===== config.mk =====
export PLATFORM = sky130hd
export DESIGN_NAME = cam_match_unit
export DESIGN_NICKNAME = d
export VERILOG_FILES = /design/src/rtl/cam_pkg.sv /design/src/rtl/cam_entry_store.sv /design/src/rtl/cam_compare.sv /design/src/rtl/cam_match_encode.sv /design/src/rtl/cam_match_unit.sv
export SDC_FILE = /design/constraint.sdc
export NUM_CORES = 1
export LEC_CHECK = 0
export ABC_AREA = 1
export BUFFER_PORTS_ARGS = -buffer_cell sky130_fd_sc_hd__buf_4
export CAP_MARGIN = 20
export CORE_UTILIZATION = 35
export CTS_BUF_LIST = sky130_fd_sc_hd__clkbuf_2 sky130_fd_sc_hd__clkbuf_4 sky130_fd_sc_hd__clkbuf_8
export DETAILED_ROUTE_END_ITERATION = 8
export GPL_TIMING_DRIVEN = 0
export PLACE_DENSITY_LB_ADDON = 0.25
export SLEW_MARGIN = 30
export SYNTH_ARGS = -nofsm -noshare
export SYNTH_HDL_FRONTEND = slang
export SYNTH_SLANG_ARGS = --single-unit

===== constraint.sdc =====
create_clock -name clk_i -period 1.82 [get_ports clk_i]
set_clock_uncertainty 0.05 [all_clocks]
set_input_delay 0.364 -clock clk_i [delete_from_list [all_inputs] [get_ports clk_i]]
set_output_delay 0.364 -clock clk_i [all_outputs]
set_load 0.01 [all_outputs]

===== src/rtl/cam_pkg.sv =====
package cam_pkg;

  typedef enum logic [1:0] {
    OP_IDLE   = 2'd0,
    OP_WRITE  = 2'd1,
    OP_SEARCH = 2'd2
  } cam_op_e;

  function automatic cam_op_e decode_op(input logic en, input logic we);
    if (!en)    return OP_IDLE;
    else if (we) return OP_WRITE;
    else        return OP_SEARCH;
  endfunction

endpackage


===== src/rtl/cam_entry_store.sv =====
module cam_entry_store #(
  parameter int N_ENTRIES = 4,
  parameter int DATA_W    = 4,
  localparam int AW = (N_ENTRIES > 1) ? $clog2(N_ENTRIES) : 1
) (
  input  logic                            clk_i,
  input  logic                            rst_ni,
  input  logic                            wr_en_i,
  input  logic [AW-1:0]                   wr_addr_i,
  input  logic [DATA_W-1:0]               wr_data_i,
  output logic [N_ENTRIES-1:0][DATA_W-1:0] entries_o
);

  for (genvar g = 0; g < N_ENTRIES; g++) begin : g_entry
    logic sel;
    assign sel = wr_en_i && (wr_addr_i == AW'(g));

    always_ff @(posedge clk_i or negedge rst_ni) begin
      if (!rst_ni)  entries_o[g] <= '0;
      else if (sel) entries_o[g] <= wr_data_i;
    end
  end

endmodule


===== src/rtl/cam_compare.sv =====
module cam_compare #(
  parameter int N_ENTRIES = 4,
  parameter int DATA_W    = 4
) (
  input  logic [DATA_W-1:0]                key_i,
  input  logic [N_ENTRIES-1:0][DATA_W-1:0] entries_i,
  output logic [N_ENTRIES-1:0]             hit_o
);

  for (genvar g = 0; g < N_ENTRIES; g++) begin : g_cmp
    assign hit_o[g] = (entries_i[g] == key_i);
  end

endmodule


===== src/rtl/cam_match_encode.sv =====
module cam_match_encode #(
  parameter int N_ENTRIES = 4,
  localparam int AW = (N_ENTRIES > 1) ? $clog2(N_ENTRIES) : 1
) (
  input  logic [N_ENTRIES-1:0] hit_i,
  output logic                 single_o,
  output logic                 multi_o,
  output logic [AW-1:0]        addr_o
);

  logic [N_ENTRIES-1:0] rest;
  logic                 any_hit;

  // clearing the lowest set bit leaves something only if >= 2 hits
  assign rest     = hit_i & (hit_i - N_ENTRIES'(1));
  assign any_hit  = |hit_i;
  assign multi_o  = |rest;
  assign single_o = any_hit && !multi_o;

  always_comb begin
    addr_o = '0;
    for (int i = N_ENTRIES - 1; i >= 0; i--) begin
      if (hit_i[i]) addr_o = AW'(i);
    end
  end

endmodule


===== src/rtl/cam_match_unit.sv =====
module cam_match_unit
  import cam_pkg::*;
#(
  parameter int N_ENTRIES = 4,
  parameter int DATA_W    = 4,
  localparam int AW = (N_ENTRIES > 1) ? $clog2(N_ENTRIES) : 1
) (
  input  logic              clk_i,
  input  logic              rst_ni,
  input  logic              enable_i,
  input  logic              write_enable_i,
  input  logic [AW-1:0]     addr_i,
  input  logic [DATA_W-1:0] data_i,
  output logic              single_match_o,
  output logic              multiple_match_o,
  output logic [AW-1:0]     match_addr_o
);

  cam_op_e                          op;
  logic [N_ENTRIES-1:0][DATA_W-1:0] entries;
  logic [N_ENTRIES-1:0]             hit;
  logic                             single_c, multi_c;
  logic [AW-1:0]                    addr_c;

  assign op = decode_op(enable_i, write_enable_i);

  cam_entry_store #(.N_ENTRIES(N_ENTRIES), .DATA_W(DATA_W)) u_store (
    .clk_i     (clk_i),
    .rst_ni    (rst_ni),
    .wr_en_i   (op == OP_WRITE),
    .wr_addr_i (addr_i),
    .wr_data_i (data_i),
    .entries_o (entries)
  );

  cam_compare #(.N_ENTRIES(N_ENTRIES), .DATA_W(DATA_W)) u_cmp (
    .key_i     (data_i),
    .entries_i (entries),
    .hit_o     (hit)
  );

  cam_match_encode #(.N_ENTRIES(N_ENTRIES)) u_enc (
    .hit_i    (hit),
    .single_o (single_c),
    .multi_o  (multi_c),
    .addr_o   (addr_c)
  );

  always_ff @(posedge clk_i or negedge rst_ni) begin
    if (!rst_ni) begin
      single_match_o   <= 1'b0;
      multiple_match_o <= 1'b0;
      match_addr_o     <= '0;
    end else if (op == OP_SEARCH) begin
      single_match_o   <= single_c;
      multiple_match_o <= multi_c;
      match_addr_o     <= addr_c;
    end else begin
      single_match_o   <= 1'b0;
      multiple_match_o <= 1'b0;
      match_addr_o     <= '0;
    end
  end

endmodule


# After elaboration in Yosys (flattened, before gate mapping)

Index checks and enable logic that the tools add are counted.

Bits in registers: 20
Bits of input ports: 10
Output and inout port bits: 4
Logic and storage cells: 36

Add/subtract/negate cells: 1
Equal/unequal tests: 9
Multiplexer cells: 9
Bitwise gates (word level): 1
Reduce and logical (&&, ||, !) cells: 9

Operators with widths:

| kind                | number |
|---|---|
| $eq 4x4->1          | 4 |
| $mux 2              | 7 |
| $reduce_or 4->1     | 2 |
| $eq 2x2->1 const B  | 3 |
| $logic_and 1x1->1   | 5 |
| $and 4x4->4         | 1 |
| $eq 2x1->1 const B  | 2 |
| $sub 4x1->4 const B | 1 |
| $logic_not 2->1     | 1 |
| $mux 1              | 2 |
| $logic_not 1->1     | 1 |

# Depth between registers and ports, before layout

Depth after elaboration: 7
Mapped depth: 10
Mapped depth without buffers: 10

# Hierarchy

A second synthesis with hierarchy kept.

Cells, all modules: 162
Area total of the unflattened synthesis: 1,174.9 sq um

Modules (own cells, without submodules):

| module           | instances | cells each | area each (sq um) | sequential area each (sq um) |
|---|---|---|---|---|
| cam_entry_store  | 1         | 75         | 713.2             | 400.4 |
| cam_compare      | 1         | 56         | 252.7             | 0.0 |
| cam_match_unit   | 1         | 16         | 147.6             | 100.1 |
| cam_match_encode | 1         | 15         | 61.3              | 0.0 |

# Least setup slack after synthesis

Ideal clock, no wire load.

Path type: input-to-reg
Start point: input addr_i[1]
End point: register u_store.entries_o[12] in the netlist's numbering
Library setup time: 0.146 ns
Data arrival time: 0.975 ns
Data required time: 1.624 ns
Path slack: 0.650 ns
Stages: 3
Path buffers: 0
Path through: inv_1 nor3_1 o21ai_0

Word-level cells in the longest chain between the ends: 2

Ends and longest elaborated chain:

| element                         | line                  | text |
|---|---|---|
| from (decl)                     | cam_match_unit.sv:12  | `input logic [AW-1:0] addr_i,` |
| $eq 2x2->1                      | cam_entry_store.sv:16 | `assign sel = wr_en_i && (wr_addr_i == AW'(g));` |
| $logic_and 1x1->1               | cam_entry_store.sv:16 |  |
| to (signal, indexed assignment) | cam_entry_store.sv:20 | `else if (sel) entries_o[g] <= wr_data_i;` |
| to (decl)                       | cam_entry_store.sv:11 | `output logic [N_ENTRIES-1:0][DATA_W-1:0] entries_o` |

No other way between the ends.
A chain may end at the register's enable or synchronous reset.

# Worst setup path after layout

Start point: register u_store.entries_o[13] in the netlist's numbering
End point: register single_match_o

Word-level cells in the longest chain between the ends: 7

Ends and longest elaborated chain:

| element              | line                   | text |
|---|---|---|
| $eq 4x4->1 *         | cam_compare.sv:11      | `assign hit_o[g] = (entries_i[g] == key_i);` |
| $sub 4x1->4          | cam_match_encode.sv:15 | `assign rest = hit_i & (hit_i - N_ENTRIES'(1));` |
| $and 4x4->4          | cam_match_encode.sv:15 |  |
| $reduce_or 4->1      | cam_match_encode.sv:17 | `assign multi_o = \|rest;` |
| $logic_not 1->1      | cam_match_encode.sv:18 | `assign single_o = any_hit && !multi_o;` |
| $logic_and 1x1->1 *  | cam_match_encode.sv:18 |  |
| $mux 1 *             | cam_match_unit.sv:54   | `end else if (op == OP_SEARCH) begin` |
| to (signal assigned) | cam_match_unit.sv:55   | `single_match_o <= single_c;` |
| to (decl)            | cam_match_unit.sv:14   | `output logic single_match_o,` |

Every way passes the cells marked *; elsewhere a longest branch is shown, timed or not.

==> metrics <==
outcome=finished clean; worst min path class=input pin to flop; Critical R2R Capture=single_match_o; post-synthesis sequential area ratio=44.8%; part of the cycle the worst path needs=69.9%; Detailed Routing Iterations Pass 1=4; startpoint class of the critical path=flop; Hold Path Depth=3; FMAX=786 MHz; die height=58.5 µm; Place WS=77.8 ps; DR vias=1004; Final min period=approximately 1300 ps; Clock transition at path regs=roughly 110 ps; full die area=3420 µm²; nets=193; final slew viol count=0; total grt overflow=0; PwrDens=826 nW/µm²; WP data arrival=1420 ps; most frequent cells in the layout=67 x nand2_1, 24 x inv_1, 20 x dfrtp_1, 17 x o21ai_0, 13 x buf_4; setup ws final=547 ps; average cell area after synthesis=6.81 µm²; Setup-failing EPs final=0; R2R cell count=9; antenna violations before repair=0; antenna viol nets, final=0; most common library cell in the layout ignoring fill and taps=nand2_1; TNS Setup=0 ps; WL/cell=9.59 µm; GRT Util Overall=~15%; Util after Layout=43.1%; Fillers=310; crit end category=flop; measured slew at the worst slew-check pin=568 ps; H-Tree Depth=1; vias in the first global route=roughly 910; Clock Path Buffers=2; CP max FO=2; synthesized area=1120 µm²; CTS tree=done; Leak=0.708 nW; Cell Area, Placed=between 1000 and 1500 µm²; Layout Cells excl Fill=225; largest net degree at the start of global routing=21; Initial Util=around 37%; final instance area=about 1300 µm²; first-pass GRT wire length=approximately 3.8 mm; peak supply drop=around 250 µV; Yosys cell types=12; cell count after placement=~220; Final Hold Viols=0; clock latency on the worst-skew pair=around 300 ps; # port buffers=13; Post-Syn Nets=174; synthesized flop and latch total=20; yosys warns=0; terminating pin of the worst hold path=u_store.entries_o[15]; Root Buffer=clkbuf_4; Residual DRC=0; worst reg2reg startpoint=u_store.entries_o[13]; RD Place Congestion=0.798; max_slew headroom=about three fifths; die width=roughly 58 µm; overall routed net length=2.16 mm; share of cells above drive strength 1=21.0%; Total Power=between 1 and 1.5 mW; Hold Slack=272 ps; I/O Pins=14; hold_sp=data_i[3]; WP data required=1970 ps; CTS sink count=20; Placement Rows=20; R2R setup slack=550 ps; Area Growth Syn to Fin=17.0%; drt initial violations=39; Mapped Cells=164; Max Cap Viol=0; number of vias per cell=between 4 and 5; Antenna Cells=0; RSZ-0062 raised after global routing=no; critical setup path kind=flop to flop; CP Launch Point=u_store.entries_o[13]; dpl hpwl=1.64 mm; CORE AREA=3030 µm²; CTS Buf Count=3
==> flip-flops by register name, indices dropped and copies added, names as in the netlist <==
signal and cells:
u_store.entries_o 16, match_addr_o 2, multiple_match_o 1, single_match_o 1
==> kinds of logic after synthesis <==
kind of cell	after synthesis	share of synthesized area, %
flops	20	44.8
compound gates	18	8.07
buf+inv	29	9.75
simple gates	97	37.3
==> report_power, final <==
| group | internal [mW] | switching, mW | leakage (nW) |
|---|---|---|---|
| clock | 0.0772 | 0.134 | 0.0138 |
| sequential | 0.518 | 0.0470 | 0.255 |
| combinational | 0.119 | 0.184 | 0.439 |
==> critical path, stage by stage (launching register included) <==
cell and delay, ps:
dfrtp_1 390, inv_1 60, nand2_1 70, nand2_2 50
nor2_2 150, nand2_2 100, nor2_4 120, nor2_1 50
nor2_1 90, nor2_1 40
==> what timing repair did <==
action / CTS / global route
gates resized for setup: 0 / 0
hold endpoints to repair: 20 / 0
setup buffers: 0 / 0
hold buffers: 1 / 0
==> per-layer routing <==
metal  wire (µm)  track usage [%]
met1        1000             18.6
met4          22             7.48
met3          78             1.98
met5           0                0
met2        1050             24.6
==> area by class of cell <==
type | count | area [µm²] | area share [%]
clock buffer | 3 | 22.5 | 1.72
inverter | 29 | 109 | 8.33
multi-input combinational | 115 | 512 | 39.2
sequential | 20 | 500 | 38.3
tap | 44 | 55.1 | 4.21
timing repair buffer | 14 | 108 | 8.24
==> synth_stat cells (all sizes together) <==
cell	number	area, µm²
nand2	75	302
inv	29	109
dfrtp	20	500
o21ai	17	85.1
nor2	16	85.1
nand3	4	20.0
nor3	2	10.0
a21oi	1	5.00
==> worst max-delay path by stage <==
stage	to	slack [ps]	cells past startpoint
final	single_match_o	550	9
after global routing	multiple_match_o	410	10
after CTS	u_store.entries_o[13]	410	4
after detailed placement	u_store.entries_o[15]	80	4
after global placement	u_store.entries_o[13]	120	4
after floorplan	u_store.entries_o[12]	650	3
Power figures use the tool's default switching activity.
